<file path="src/rtl/chfs_pkg.sv">
package chfs_pkg;

    localparam int unsigned HS_CH_DEF   = 4;
    localparam int unsigned LS_CH_DEF   = 8;
    localparam int unsigned FILT_DEF    = 16;

    // width of a counter that must hold values 0 .. n-1
    function automatic int unsigned cnt_width(input int unsigned n);
        return (n < 2) ? 1 : $clog2(n);
    endfunction

endpackage

</file>
<file path="src/rtl/chfs_cs_edge.sv">
module chfs_cs_edge (
    input  logic clk,
    input  logic rst_n,
    input  logic cs_n,
    output logic rise_o
);

    typedef struct packed {
        logic cs_prev;
    } edge_st_t;

    edge_st_t st_d, st_q;

    always_comb begin
        st_d         = st_q;
        st_d.cs_prev = cs_n;
        rise_o       = cs_n & ~st_q.cs_prev;
    end

    always_ff @(posedge clk or negedge rst_n) begin
        if (!rst_n) st_q <= '{cs_prev: 1'b1};
        else        st_q <= st_d;
    end


    rise_spacing_chk: assert property (@(posedge clk) disable iff (!rst_n)
        rise_o |=> !rise_o);

endmodule

</file>
<file path="src/rtl/chfs_ls_filter.sv">
module chfs_ls_filter #(
    parameter int unsigned FILT_CYCLES = chfs_pkg::FILT_DEF
) (
    input  logic clk,
    input  logic rst_n,
    input  logic on_i,
    input  logic ot_i,
    input  logic oc_i,
    input  logic ol_i,
    output logic accept_o,
    output logic present_o
);

    localparam int unsigned CW = chfs_pkg::cnt_width(FILT_CYCLES);
    localparam logic [CW-1:0] TERM = CW'(FILT_CYCLES - 1);

    typedef struct packed {
        logic [CW-1:0] oc_cnt;
        logic [CW-1:0] ol_cnt;
        logic          on_prev;
    } filt_st_t;

    filt_st_t st_d, st_q;
    logic     changed;
    logic     oc_cond, ol_cond;
    logic     oc_hit, ol_hit;

    always_comb begin
        st_d         = st_q;
        changed      = on_i ^ st_q.on_prev;
        oc_cond      = on_i & oc_i & ~changed;
        ol_cond      = ~on_i & ol_i & ~changed;
        oc_hit       = oc_cond && (st_q.oc_cnt == TERM);
        ol_hit       = ol_cond && (st_q.ol_cnt == TERM);

        st_d.on_prev = on_i;

        if (!oc_cond)    st_d.oc_cnt = '0;
        else if (oc_hit) st_d.oc_cnt = TERM;
        else             st_d.oc_cnt = st_q.oc_cnt + 1'b1;

        if (!ol_cond)    st_d.ol_cnt = '0;
        else if (ol_hit) st_d.ol_cnt = TERM;
        else             st_d.ol_cnt = st_q.ol_cnt + 1'b1;

        accept_o  = ot_i | oc_hit | ol_hit;
        present_o = ot_i | (on_i & oc_i) | (~on_i & ol_i);
    end

    always_ff @(posedge clk or negedge rst_n) begin
        if (!rst_n) st_q <= '0;
        else        st_q <= st_d;
    end

    if (FILT_CYCLES > 1) begin : g_chk

        oc_persist_chk: assert property (@(posedge clk) disable iff (!rst_n)
            oc_hit |-> $past(on_i && oc_i));

        ol_persist_chk: assert property (@(posedge clk) disable iff (!rst_n)
            ol_hit |-> $past(!on_i && ol_i));

        restart_chk: assert property (@(posedge clk) disable iff (!rst_n)
            (on_i != st_q.on_prev) |=> !(oc_hit || ol_hit));
    end

endmodule

</file>
<file path="src/rtl/chfs_status_reg.sv">
module chfs_status_reg #(
    parameter int unsigned W = 13
) (
    input  logic         clk,
    input  logic         rst_n,
    input  logic [W-1:0] set_i,
    input  logic [W-1:0] present_i,
    input  logic         clr_i,
    output logic [W-1:0] status_o
);

    typedef struct packed {
        logic [W-1:0] bits;
    } stat_st_t;

    stat_st_t     st_d, st_q;
    logic [W-1:0] drop;

    always_comb begin
        st_d      = st_q;
        drop      = {W{clr_i}} & ~present_i;
        st_d.bits = set_i | (st_q.bits & ~drop);
        status_o  = st_q.bits;
    end

    always_ff @(posedge clk or negedge rst_n) begin
        if (!rst_n) st_q <= '0;
        else        st_q <= st_d;
    end


    sticky_chk: assert property (@(posedge clk) disable iff (!rst_n)
        !clr_i |=> (($past(status_o) & ~status_o) == '0));

    set_chk: assert property (@(posedge clk) disable iff (!rst_n)
        (|set_i) |=> ((status_o & $past(set_i)) == $past(set_i)));

    keep_present_chk: assert property (@(posedge clk) disable iff (!rst_n)
        clr_i |=> ((status_o & ($past(status_o) & $past(present_i)))
                   == ($past(status_o) & $past(present_i))));

    clear_absent_chk: assert property (@(posedge clk) disable iff (!rst_n)
        clr_i |=> ((status_o & ~$past(present_i) & ~$past(set_i)) == '0));

endmodule

</file>
<file path="src/rtl/chan_fault_status.sv">
module chan_fault_status #(
    parameter int unsigned N_HS        = chfs_pkg::HS_CH_DEF,
    parameter int unsigned N_LS        = chfs_pkg::LS_CH_DEF,
    parameter int unsigned FILT_CYCLES = chfs_pkg::FILT_DEF
) (
    input  logic                 clk,
    input  logic                 rst_n,
    input  logic                 cs_n,
    input  logic [N_HS+N_LS-1:0] ch_on,
    input  logic [N_HS+N_LS-1:0] ot_flag,
    input  logic [N_HS+N_LS-1:0] ol_flag,
    input  logic [N_LS-1:0]      oc_flag,
    input  logic                 ov_flag,
    output logic [N_HS+N_LS:0]   status_word
);

    localparam int unsigned NCH = N_HS + N_LS;
    localparam int unsigned SW  = NCH + 1;

    logic [SW-1:0] set_v;
    logic [SW-1:0] present_v;
    logic          cs_rise;

    chfs_cs_edge u_cs_edge (
        .clk    (clk),
        .rst_n  (rst_n),
        .cs_n   (cs_n),
        .rise_o (cs_rise)
    );

    for (genvar h = 0; h < N_HS; h++) begin : g_hs
        assign set_v[h]     = ot_flag[h] | ol_flag[h];
        assign present_v[h] = ot_flag[h] | ol_flag[h];


        hs_latch_chk: assert property (@(posedge clk) disable iff (!rst_n)
            (ot_flag[h] || ol_flag[h]) |=> status_word[h]);
    end

    for (genvar l = 0; l < N_LS; l++) begin : g_ls
        localparam int unsigned CH = N_HS + l;

        chfs_ls_filter #(
            .FILT_CYCLES (FILT_CYCLES)
        ) u_filt (
            .clk       (clk),
            .rst_n     (rst_n),
            .on_i      (ch_on[CH]),
            .ot_i      (ot_flag[CH]),
            .oc_i      (oc_flag[l]),
            .ol_i      (ol_flag[CH]),
            .accept_o  (set_v[CH]),
            .present_o (present_v[CH])
        );


        ls_ot_chk: assert property (@(posedge clk) disable iff (!rst_n)
            ot_flag[CH] |=> status_word[CH]);
    end

    assign set_v[NCH]     = ov_flag;
    assign present_v[NCH] = ov_flag;

    chfs_status_reg #(
        .W (SW)
    ) u_status (
        .clk       (clk),
        .rst_n     (rst_n),
        .set_i     (set_v),
        .present_i (present_v),
        .clr_i     (cs_rise),
        .status_o  (status_word)
    );


    ov_latch_chk: assert property (@(posedge clk) disable iff (!rst_n)
        ov_flag |=> status_word[NCH]);

endmodule

</file>
<file path="config.mk">
export PLATFORM = sky130hd
export DESIGN_NAME = chan_fault_status
export DESIGN_NICKNAME = d
export VERILOG_FILES = /design/src/rtl/chfs_pkg.sv /design/src/rtl/chfs_cs_edge.sv /design/src/rtl/chfs_ls_filter.sv /design/src/rtl/chfs_status_reg.sv /design/src/rtl/chan_fault_status.sv
export SDC_FILE = /design/constraint.sdc
export NUM_CORES = 1
export LEC_CHECK = 0
export BUFFER_PORTS_ARGS = -buffer_cell sky130_fd_sc_hd__buf_2
export CORE_UTILIZATION = 40
export CTS_CLUSTER_DIAMETER = 80
export CTS_CLUSTER_SIZE = 8
export DETAILED_ROUTE_END_ITERATION = 10
export PLACE_DENSITY_LB_ADDON = 0.3
export SLEW_MARGIN = 20
export SYNTH_ARGS = -nofsm -noshare
export SYNTH_HDL_FRONTEND = slang
export SYNTH_HIERARCHICAL = 1
export SYNTH_SLANG_ARGS = --single-unit
</file>
<file path="constraint.sdc">
create_clock -name clk -period 1.3 [get_ports clk]
set_input_delay 0.195 -clock clk [delete_from_list [all_inputs] [get_ports clk]]
set_output_delay 0.195 -clock clk [all_outputs]
set_load 0.01 [all_outputs]
</file>
## Word level (Yosys, flattened, before mapping)

Cells that the tools add are included.

| word-level totals | value |
|---|---|
| register bits after elaboration | 86 |
| input bits | 48 |
| word-level logic and storage cells | 205 |
| output and inout port bits | 13 |

| operators by class | value |
|---|---|
| reductions and logical operators | 16 |
| bitwise operators | 99 |
| add/sub/neg operators | 16 |
| muxes and demuxes | 32 |
| eq/ne operators | 16 |

Operators with widths:

| kind | count |
|---|---|
| 4-bit 2-to-1 mux | 32 |
| 4-bit by 1-bit adder with 4-bit output, second input constant | 16 |
| 4-bit == test, second input constant | 16 |
| 1-bit OR | 36 |
| 1-bit AND | 33 |
| 13-bit AND | 2 |
| 13-bit inverter | 2 |
| 1-bit inverter | 17 |
| 1-bit logical AND | 16 |
| 13-bit OR | 1 |
| 1-bit bitwise XOR | 8 |

## Logic depth before layout (Yosys ltp)

Gate-level depths: netlist of run 1.

| depth | value |
|---|---|
| word-level depth | 8 |
| gate-level depth with buffers | 4 |
| mapped depth without buffers | 4 |

## Cells and area by module

The synthesis of run 1 kept the hierarchy.

Modules (own cells, without submodules):

| module | area an instance (µm²) | times used | sequential area each (µm²) | cells each |
|---|---|---|---|---|
| chfs_ls_filter | 429.2 | 8 | 225.2 | 37 |
| chfs_status_reg | 511.7 | 1 | 325.3 | 40 |
| chfs_cs_edge | 40.0 | 1 | 26.3 | 2 |
| chan_fault_status | 25.0 | 1 | 0.0 | 4 |

## Worst setup path after synthesis of run 1

Ideal clock, no wire load.

| timing path | value |
|---|---|
| path type | register to register |
| from | register g_ls[6].u_filt/st_q[5] (netlist bit) |
| to | register u_status.st_q (netlist bit u_status/status_o[10]) |
| arrival | 0.972 ns |
| data required time | 1.182 ns |
| path buffers | 0 |
| stages on the path, launching flop included | 5 |
| library setup time | 0.118 ns |
| period minus slack after synthesis | 1.090 ns |
| slack | 0.210 ns |
| cells stage by stage | dfrtp_1 -> ha_1 -> nand3_1 -> o221ai_2 -> a21o_1 |

RTL lines:

| element | line | RTL |
|---|---|---|
| start, declared | chfs_ls_filter.sv:23 | `filt_st_t st_d, st_q;` |
| start signal, assigned | chfs_ls_filter.sv:52 | `else st_q <= st_d;` |
| end signal, assigned | chfs_status_reg.sv:28 | `else st_q <= st_d;` |
| end, declared | chfs_status_reg.sv:16 | `stat_st_t st_d, st_q;` |

==> results of run 1 <==
==> placed cells by master, fill, tap and decap left out, types with 10 or more instances in the layout <==
cell type,netlist,layout
dlygate4sd3_1,0,11
ha_1,16,16
inv_1,24,24
nand2b_1,13,13
nor2_1,16,16
and4b_1,16,16
clkbuf_8,0,10
a21o_1,13,13
dfrtp_1,85,85
buf_2,0,54
and3b_1,16,16
nand3_1,24,24
a21oi_1,32,32
a31oi_1,16,16
==> cell type report <==
| cell class | count | area (sq um) | area share (%) |
|---|---|---|---|
| Multi-Input combinational cell | 231 | 1760 | 36.6 |
| Clock buffer | 11 | 141 | 2.94 |
| Sequential cell | 86 | 2150 | 44.7 |
| Tap cell | 133 | 166 | 3.46 |
| Timing Repair Buffer | 70 | 443 | 9.20 |
| Inverter | 24 | 90.1 | 1.87 |
| Clock inverter | 5 | 58.8 | 1.22 |
==> synth_stat cells (all sizes together) <==
cell type,number
nand2b,13
mux2i,8
ha,16
or2,4
nand3,24
and3b,16
a31oi,16
inv,24
dfstp,1
o221ai,8
a21oi,32
nor2,16
or3b,8
dfrtp,85
clkbuf,1
a21o,13
nor3,16
nor2b,1
a211oi,16
and4b,16
nand2,8
==> critical path, delay by kind of cell <==
family / cells / cell delay (ns)
compound gates: 2 / 0.27
buf+inv: 2 / 0.68
simple gates: 1 / 0.44
==> flip-flops by register name, summed over array words and instances, names as in the netlist <==
signal,count
g_ls.u_filt/st_q,72
u_status/status_o,13
u_cs_edge/st_q,1
==> how the worst max path moves through the flow <==
stage,start,end,slack (ns),cells after the start
after detailed placement,g_ls[7].u_filt/st_q[5]$_DFF_PN0_,u_status/status_o[11]$_DFF_PN0_,0.1,4
after floorplan,g_ls[6].u_filt/st_q[5]$_DFF_PN0_,u_status/status_o[10]$_DFF_PN0_,0.21,4
after global placement,g_ls[7].u_filt/st_q[1]$_DFF_PN0_,u_status/status_o[11]$_DFF_PN0_,0.14,4
final,ch_on[11],u_status/status_o[11]$_DFF_PN0_,0.02,5
after CTS,ch_on[11],u_status/status_o[11]$_DFF_PN0_,0.01,5
after global routing,ch_on[7],u_status/status_o[7]$_DFF_PN0_,0.004,5
==> layer usage <==
metal	track usage, %	share of wire (%)
met1	18.0	46
met2	26.0	49
met3	2.60	2.3
met4	9.23	2.5
met5	0	0
==> logic make-up after synthesis <==
family	after synthesis
mux	8
buf+inv	25
flops	86
compound gates	85
fa+ha+maj	16
simple gates	122
==> timing repair <==
| action | in CTS | in global routing |
|---|---|---|
| endpoints found under the hold margin | 26 | 0 |
| endpoints found under the setup margin | 0 | 4 |
| hold buffers | 11 | 0 |
==> power by group <==
part / total, mW / internal (mW) / switching (mW)
Clock: 1.91 / 0.941 / 0.965
Sequential: 2.76 / 2.73 / 0.0385
Combinational: 0.371 / 0.177 / 0.194
Total: 5.04 / 3.84 / 1.20
==> per-stage QoR <==
| stage | instances | instance area (sq um) | total power, mW |
|---|---|---|---|
| after floorplan | 342 | 4010 | 2.97 |
| after global placement | 534 | 4510 | 3.16 |
| after detailed placement | 534 | 4510 | 3.18 |
| after CTS | 561 | 4820 | 5.14 |
| after global routing | 560 | 4810 | 5.30 |
| final | 560 | 4810 | 5.04 |
==> reports/metrics.yaml, run 1 <==
outcome: "completed"
start_kind: "input port"
nNetsFinal: 486
numCtsBuffers: 9
slew_headroom_pct: 80.6
cts_buffer_depth: 2
fill_cells: 907
leakagePower_nw: 2.17
syn-instance-count: 342
drt_first_pass_iters: 4
dieArea_sq_um: 10400
slew_violations: 0
drive_gt1_share_pct: 25.3
root_buffer: "clkbuf_8"
synth_area_sq_um: 4010
post_cts_buffers: 0
core-area_sq_um: 9730
synth-seq-cells: 86
grt_max_degree: 36
tns_ns: 0
drt-initial-drc-count: 62
timing.rr.start: "g_ls[7].u_filt/st_q[1]$_DFF_PN0_"
finalWeightedCongestion: 0.692
synth.distinct_cells: 23
hpwl_mm: 5.15
drt-total-wl_mm: 7.13
fin_worst_skew_ns: 0.00741
yosysWarnings: 6
holdWs_ns: 0.107
path_clk_slew_ns: 0.09
crit_type: "in -> reg"
fin_crit_sh_pct: 98.8
grt-ovfl-total: 0
yosysSeqAreaShare_pct: 53.7
power.density_nw_per_um2: 1050
whs_path_depth: 3
hold_viol_final: 0
tritoncts: "done"
wl_per_cell_um: 12.7
viasPerCell: 5.19
drv_cap: 0
worst_slew_pin_slew_ns: 0.291
dp_slack_ns: 0.0995
synth_mux_area_share_pct: 2.00
finalCriticalPeriod_ns: 1.28
endpoint_kind: "flip-flop"
grt_use_total_pct: 15.2
htreeDepth: 3
fin_util_pct: 49.5
area_growth_pct: 20.0
whs_endpoint: "u_status/status_o[3]$_DFF_PN0_"
synth_top_cell_area_share_pct: 53.0
hold_class: "in -> reg"
cp.arrival_ns: 1.59
num_vias: 2909
critPathSlowestCell: "dlygate4sd3_1"
reg2reg_to: "u_status/status_o[11]$_DFF_PN0_"
cp_cell_sequence: "dlygate4sd3_1, buf_2, or3b_4, o221ai_2, a21o_1"
crit_path_max_incr_delay_ns: 0.53
max_freq_ghz: 0.779
avgSynthCellArea_sq_um: 11.7
rrSetupSlack_ns: 0.09
fin_ws_ns: 0.0160
synthXorXnorAreaFrac_pct: 0
antenna_found_initial: 0
clk_latency_ns: 0.36
synth_top_cell_by_area: "dfrtp_1"
port_buffers: 56
synth-simple-area-share_pct: 21.0
clock_sinks: 86
drc_errors: 0
pin_count: 61
synth_top_family_by_area: "simple AND/OR/NAND/NOR gates"
start_util_pct: 41.2
diodes: 0
setup_viol: 0
first_global_vias: 2779
cp.required_ns: 1.60
yosys-top-cells-area: "dfrtp_1, ha_1, a21oi_1, and4b_1, and3b_1"
hp-start: "ot_flag[3]"
postRouteAntennaNets: 0
cts.repair.resized: 0
grt_pass1_wl_mm: 12.2
cp_max_fo: 5
grt_setup_unrepaired: "no"
synthAdderAreaFrac_pct: 4.99
dieHeight_um: 102
synth_compound_area_share_pct: 15.9
peakVddDrop_uv: 421
num_rows: 36
die_w_um: 102
rr_worst_depth: 4
syn-num-nets: 406
Power figures use the tool's default switching activity.
==> run 2: changes to the inputs <==
Settings changed: CTS_BUF_LIST set to sky130_fd_sc_hd__clkbuf_8.
==> reports/metrics.yaml, run 2 (synthesized netlist as in run 1, its figures left out) <==
largest_register_ffs: 72  # unchanged
use_met1_pct: 18.0  # unchanged
drive_gt1_share_pct: 25.3  # unchanged
drt-initial-drc-count: 69  # +11%
final_cell_mix: "dfrtp_1, buf_2, a21oi_1, inv_1, nand3_1"
hold_class: "in -> reg"
drt-total-wl_mm: 7.13  # about the same
slew_headroom_pct: 80.6  # unchanged
start_kind: "input port"
holdWs_ns: 0.108  # +0.00103 ns
cp_cell_sequence: "dlygate4sd3_1, buf_2, or3b_4, o221ai_2, a21o_1"
dieArea_sq_um: 10400  # unchanged
ff_latch_area_sq_um: 2150  # unchanged
num_vias: 2908  # -0.034%
port_buffers: 56  # unchanged
timing.rr.start: "g_ls[7].u_filt/st_q[1]$_DFF_PN0_"
diodes: 0  # unchanged
fin_util_pct: 49.5  # unchanged
tns_ns: 0  # unchanged
core-area_sq_um: 9730  # unchanged
postPlaceCellArea_sq_um: 4510  # unchanged
rrSetupSlack_ns: 0.09  # about the same
max_freq_ghz: 0.778  # -0.13%
die_w_um: 102  # unchanged
leakagePower_nw: 2.18  # +0.19%
power_mw: 5.03  # -0.18%
endpoint_kind: "flip-flop"
grtUsageMet3_pct: 2.60  # unchanged
root_buffer: "clkbuf_8"
grt_pass1_wl_mm: 12.2  # unchanged
top_usage_layer: "met2"
slew_violations: 0  # unchanged
pin_count: 61  # unchanged
postRouteAntennaNets: 0  # unchanged
power.density_nw_per_um2: 1050  # -0.18%
grt_use_total_pct: 15.2  # unchanged
dieHeight_um: 102  # unchanged
fill_cells: 907  # unchanged
fin_worst_skew_ns: 0.00741  # +0.0000000200 ns
antenna_found_initial: 0  # unchanged
wl_per_cell_um: 12.7  # about the same
viasPerCell: 5.19  # about the same
fin_crit_sh_pct: 98.9  # +0.13 points
fin_ws_ns: 0.0144  # -0.00169 ns
reg2reg_to: "u_status/status_o[11]$_DFF_PN0_"
final_common_cell: "dfrtp_1"
peakVddDrop_uv: 421  # about the same
rr_worst_depth: 4  # unchanged
final_cells: 560  # unchanged
drt_first_pass_iters: 5  # +1
multi_input_area_sq_um: 1760  # unchanged
first_global_vias: 2779  # unchanged
setup_viol: 0  # unchanged
finalWeightedCongestion: 0.692  # unchanged
clock_sinks: 86  # unchanged
finalCriticalPeriod_ns: 1.29  # +0.00169 ns
crit_path_max_incr_delay_ns: 0.53  # about the same
numCtsBuffers: 9  # unchanged
cts.repair.resized: 0  # unchanged
crit_type: "in -> reg"
cp.required_ns: 1.60  # about the same
area_growth_pct: 20.0  # unchanged
htreeDepth: 3  # unchanged
endpoint: "u_status/status_o[11]$_DFF_PN0_"
worst_slew_pin_slew_ns: 0.291  # unchanged
grt-ovfl-total: 0  # unchanged
regMostFlops: "g_ls.u_filt/st_q"
use_met2_pct: 26.0  # unchanged
startpoint: "ch_on[11]"
num_rows: 36  # unchanged
cts_buffer_depth: 2  # unchanged
dp_slack_ns: 0.0995  # unchanged
dp_cells: 534  # unchanged
drc_errors: 0  # unchanged
path_clk_slew_ns: 0.09  # about the same
clk_latency_ns: 0.36  # about the same
grt_max_degree: 36  # unchanged
start_util_pct: 41.2  # unchanged
finish.instance_area_sq_um: 4810  # unchanged
grt_setup_unrepaired: "no"
hold_viol_final: 0  # unchanged
nNetsFinal: 486  # unchanged
post_cts_buffers: 0  # unchanged
cp_max_fo: 5  # unchanged
drv_cap: 0  # unchanged
tritoncts: "done"
outcome: "completed"
critPathSlowestCell: "dlygate4sd3_1"
hpwl_mm: 5.15  # unchanged
cp.arrival_ns: 1.59  # about the same
[run 2: final cells by class]
type,count,share of cell area (%)
Clock buffer,10,2.86
Clock inverter,6,1.30
Inverter,24,1.87
Multi-Input combinational cell,231,36.6
Sequential cell,86,44.7
Tap cell,133,3.46
Timing Repair Buffer,70,9.20
[run 2: worst max-delay path, delay by kind of cell]
| kind | cells | cell delay, ns |
|---|---|---|
| AND/OR/NAND/NOR | 1 | 0.44 |
| AO/OA/AOI/OAI | 2 | 0.27 |
| buffers and inverters | 2 | 0.68 |
[run 2: worst min-delay path by stage]
stage / from / endpoint / slack (ns) / depth (start not counted)
floorplan: rst_n / g_ls[0].u_filt/st_q[0]$_DFF_PN0_ / -0.10 / 0
global placement: rst_n / g_ls[1].u_filt/st_q[8]$_DFF_PN0_ / 0.09 / 1
detailed placement: rst_n / g_ls[1].u_filt/st_q[8]$_DFF_PN0_ / 0.10 / 1
CTS: ot_flag[2] / u_status/status_o[2]$_DFF_PN0_ / 0.09 / 3
global route: ol_flag[2] / u_status/status_o[2]$_DFF_PN0_ / 0.09 / 3
finish: ot_flag[3] / u_status/status_o[3]$_DFF_PN0_ / 0.11 / 3
[run 2: what timing repair did]
item,4_1_cts,5_1_grt
setup endpoints to repair,0,4
hold buffers,11,0
endpoints found under the hold margin,26,0
[run 2: per-layer routing]
metal / part of all wire, % / up-vias
li1: - / 1438
met1: 46 / 1419
met2: 49 / 39
met3: 2.4 / 12
met4: 2.5 / 0
met5: 0 / -
[run 2: power breakdown]
group / switching (mW) / total [mW] / leakage [nW] / internal (mW)
clock: 0.964 / 1.90 / 0.0997 / 0.933
combinational: 0.194 / 0.371 / 0.971 / 0.177
sequential: 0.0384 / 2.76 / 1.11 / 2.73
==> run 3: changes to the inputs <==
Settings changed: CORE_MARGIN set to 5, PLACE_DENSITY set to 0.57, PLACE_DENSITY_LB_ADDON 0.3 to not set.
==> reports/metrics.yaml, run 3 (synthesized netlist as in run 1, its figures left out) <==
outcome: "completed"
hpwl_mm: 5.12  # -0.72%
cp_cell_sequence: "dlygate4sd3_1, buf_2, or3b_4, o221ai_2, a21o_1"
dieHeight_um: 110  # +7.8%
fin_crit_sh_pct: 99.1  # +0.19 points
crit_path_max_incr_delay_ns: 0.53  # about the same
area_growth_pct: 19.6
clk_latency_ns: 0.35  # about the same
nNetsFinal: 485  # -0.21%
intPower_mw: 3.89  # +1.4%
fin_worst_skew_ns: 0.00881  # +0.00139 ns
grt-ovfl-total: 0  # unchanged
viasPerCell: 5.08  # -2.2%
setup_viol: 0  # unchanged
port_buffers: 56  # unchanged
peakVddDrop_uv: 608  # +44%
grt_pass1_wl_mm: 12.5  # +2.8%
start_util_pct: 41.0  # -0.19 points
hold_class: "in -> reg"
cp.arrival_ns: 1.58  # about the same
drt_first_pass_iters: 4  # -1
grt_use_total_pct: 12.9  # -2.3 points
drc_errors: 0  # unchanged
path_clk_slew_ns: 0.09  # about the same
finalWeightedCongestion: 0.772  # +12%
power.density_nw_per_um2: 1050  # +0.87%
cp_max_fo: 5  # unchanged
pwr-share-clk_pct: 38.2  # +0.5 points
comb_power_share_pct: 7.2  # -0.2 points
regMostFlops: "g_ls.u_filt/st_q"
power_frac_seq_pct: 54.6  # -0.3 points
first_global_vias: 2864  # +3.1%
postRouteAntennaNets: 0  # unchanged
pin_count: 61  # unchanged
hold_viol_final: 0  # unchanged
clock_sinks: 86  # unchanged
diodes: 0  # unchanged
start_kind: "input port"
dieArea_sq_um: 12100  # +16%
antenna_found_initial: 0  # unchanged
final_cell_mix: "dfrtp_1, buf_2, a21oi_1, nand3_1, inv_1"
root_buffer: "clkbuf_8"
grt_max_degree: 86  # +140%
drt-total-wl_mm: 7.26  # +1.9%
cp.required_ns: 1.59  # about the same
worst_slew_pin_slew_ns: 0.460  # +0.169 ns
core-area_sq_um: 9770  # +0.46%
finalCriticalPeriod_ns: 1.29  # +0.00243 ns
leakagePower_nw: 2.18  # about the same
endpoint_kind: "flip-flop"
num_rows: 36  # unchanged
max_freq_ghz: 0.776  # -0.19%
cts.repair.resized: 0  # unchanged
cts_buffer_depth: 2  # unchanged
die_w_um: 110  # +7.8%
final_common_cell: "dfrtp_1"
htreeDepth: 3  # unchanged
drv_cap: 0  # unchanged
finish.instance_area_sq_um: 4800  # -0.34%
switching_share_pct: 23.1  # -0.65 points
tns_ns: 0  # unchanged
slew_violations: 0  # unchanged
numCtsBuffers: 9  # unchanged
p_sw_mw: 1.17  # -2.2%
slew_headroom_pct: 69.4  # -11 points
crit_type: "in -> reg"
grt_setup_unrepaired: "no"
critPathSlowestCell: "dlygate4sd3_1"
wl_per_cell_um: 13.0  # +2.1%
drt-initial-drc-count: 83  # +20%
drive_gt1_share_pct: 25.6  # +0.29 points
num_vias: 2840  # -2.3%
tritoncts: "done"
postPlaceCellArea_sq_um: 4490  # -0.44%
fill_cells: 912  # +0.55%
largest_register_ffs: 72  # unchanged
[run 3: changes by cell type in the layout (fill, tap and decap cells not counted), sizes merged]
cell / change
clkinv: +2
clkinvlp: -2
clkbuf: +1
dlygate4sd3: -1
inv: -1
[run 3: power groups by stage]
stage                     clock network, mW  registers [mW]  logic (mW)
final                                  1.93            2.76       0.363
after global routing                   2.14            2.77       0.416
after CTS                              2.03            2.76       0.375
after detailed placement                  0            2.82       0.352
after global placement                    0            2.81       0.343
after floorplan                           0            2.82       0.153
[run 3: final timing paths]
kind	start	endpoint	slack, ns	cells past startpoint
max	ch_on[6]	u_status/status_o[6]$_DFF_PN0_	0.01	5
min	ov_flag	u_status/status_o[12]$_DFF_PN0_	0.03	2
max reg2reg	g_ls[6].u_filt/st_q[1]$_DFF_PN0_	u_status/status_o[10]$_DFF_PN0_	0.09	4
min reg2reg	u_status/status_o[10]$_DFF_PN0_	u_status/status_o[10]$_DFF_PN0_	0.48	1
max in group asynchronous	rst_n	g_ls[2].u_filt/st_q[7]$_DFF_PN0_	0.51	3
min in group asynchronous	rst_n	g_ls[1].u_filt/st_q[3]$_DFF_PN0_	0.17	2
[run 3: repair_timing]
item | in CTS | in global routing
hold endpoints to repair | 94 | 0
hold buffers | 10 | 0
buffers inserted | 0 | 0
endpoints found under the setup margin | 0 | 7
[run 3: per-stage QoR]
stage	setup slack, ns	total power [mW]	utilization [%]	hold slack [ns]	cells
floorplan	0.210	2.97	-	-0.101	342
global placement	0.140	3.16	45.9	-0.0115	533
detailed placement	0.116	3.17	45.9	-0.0125	533
CTS	0.0136	5.17	49.1	0.00741	559
global route	0.00716	5.33	49.1	0.0337	559
finish	0.0119	5.06	49.1	0.0277	559
[run 3: area by class of cell]
| type | instances | area (sq um) | share of cell area, % |
|---|---|---|---|
| Clock buffer | 11 | 151 | 3.16 |
| Clock inverter | 5 | 57.6 | 1.20 |
| Inverter | 24 | 90.1 | 1.88 |
| Multi-Input combinational cell | 231 | 1760 | 36.7 |
| Sequential cell | 86 | 2150 | 44.9 |
| Tap cell | 133 | 166 | 3.47 |
| Timing Repair Buffer | 69 | 418 | 8.71 |
[run 3: metal layers]
layer / GRT usage (%) / wire length [um] / part of all wire, % / up-vias
li1: - / - / - / 1439
met1: 15.6 / 3370 / 46 / 1337
met2: 21.8 / 3350 / 46 / 55
met3: 4.31 / 447 / 6.2 / 9
met4: 4.22 / 93 / 1.3 / 0
met5: 0 / 0 / 0 / -
[run 3: critical path, delay by kind of cell]
kind	cells	cell delay (ns)
AO/OA/AOI/OAI	2	0.27
buffers and inverters	2	0.68
AND/OR/NAND/NOR	1	0.44
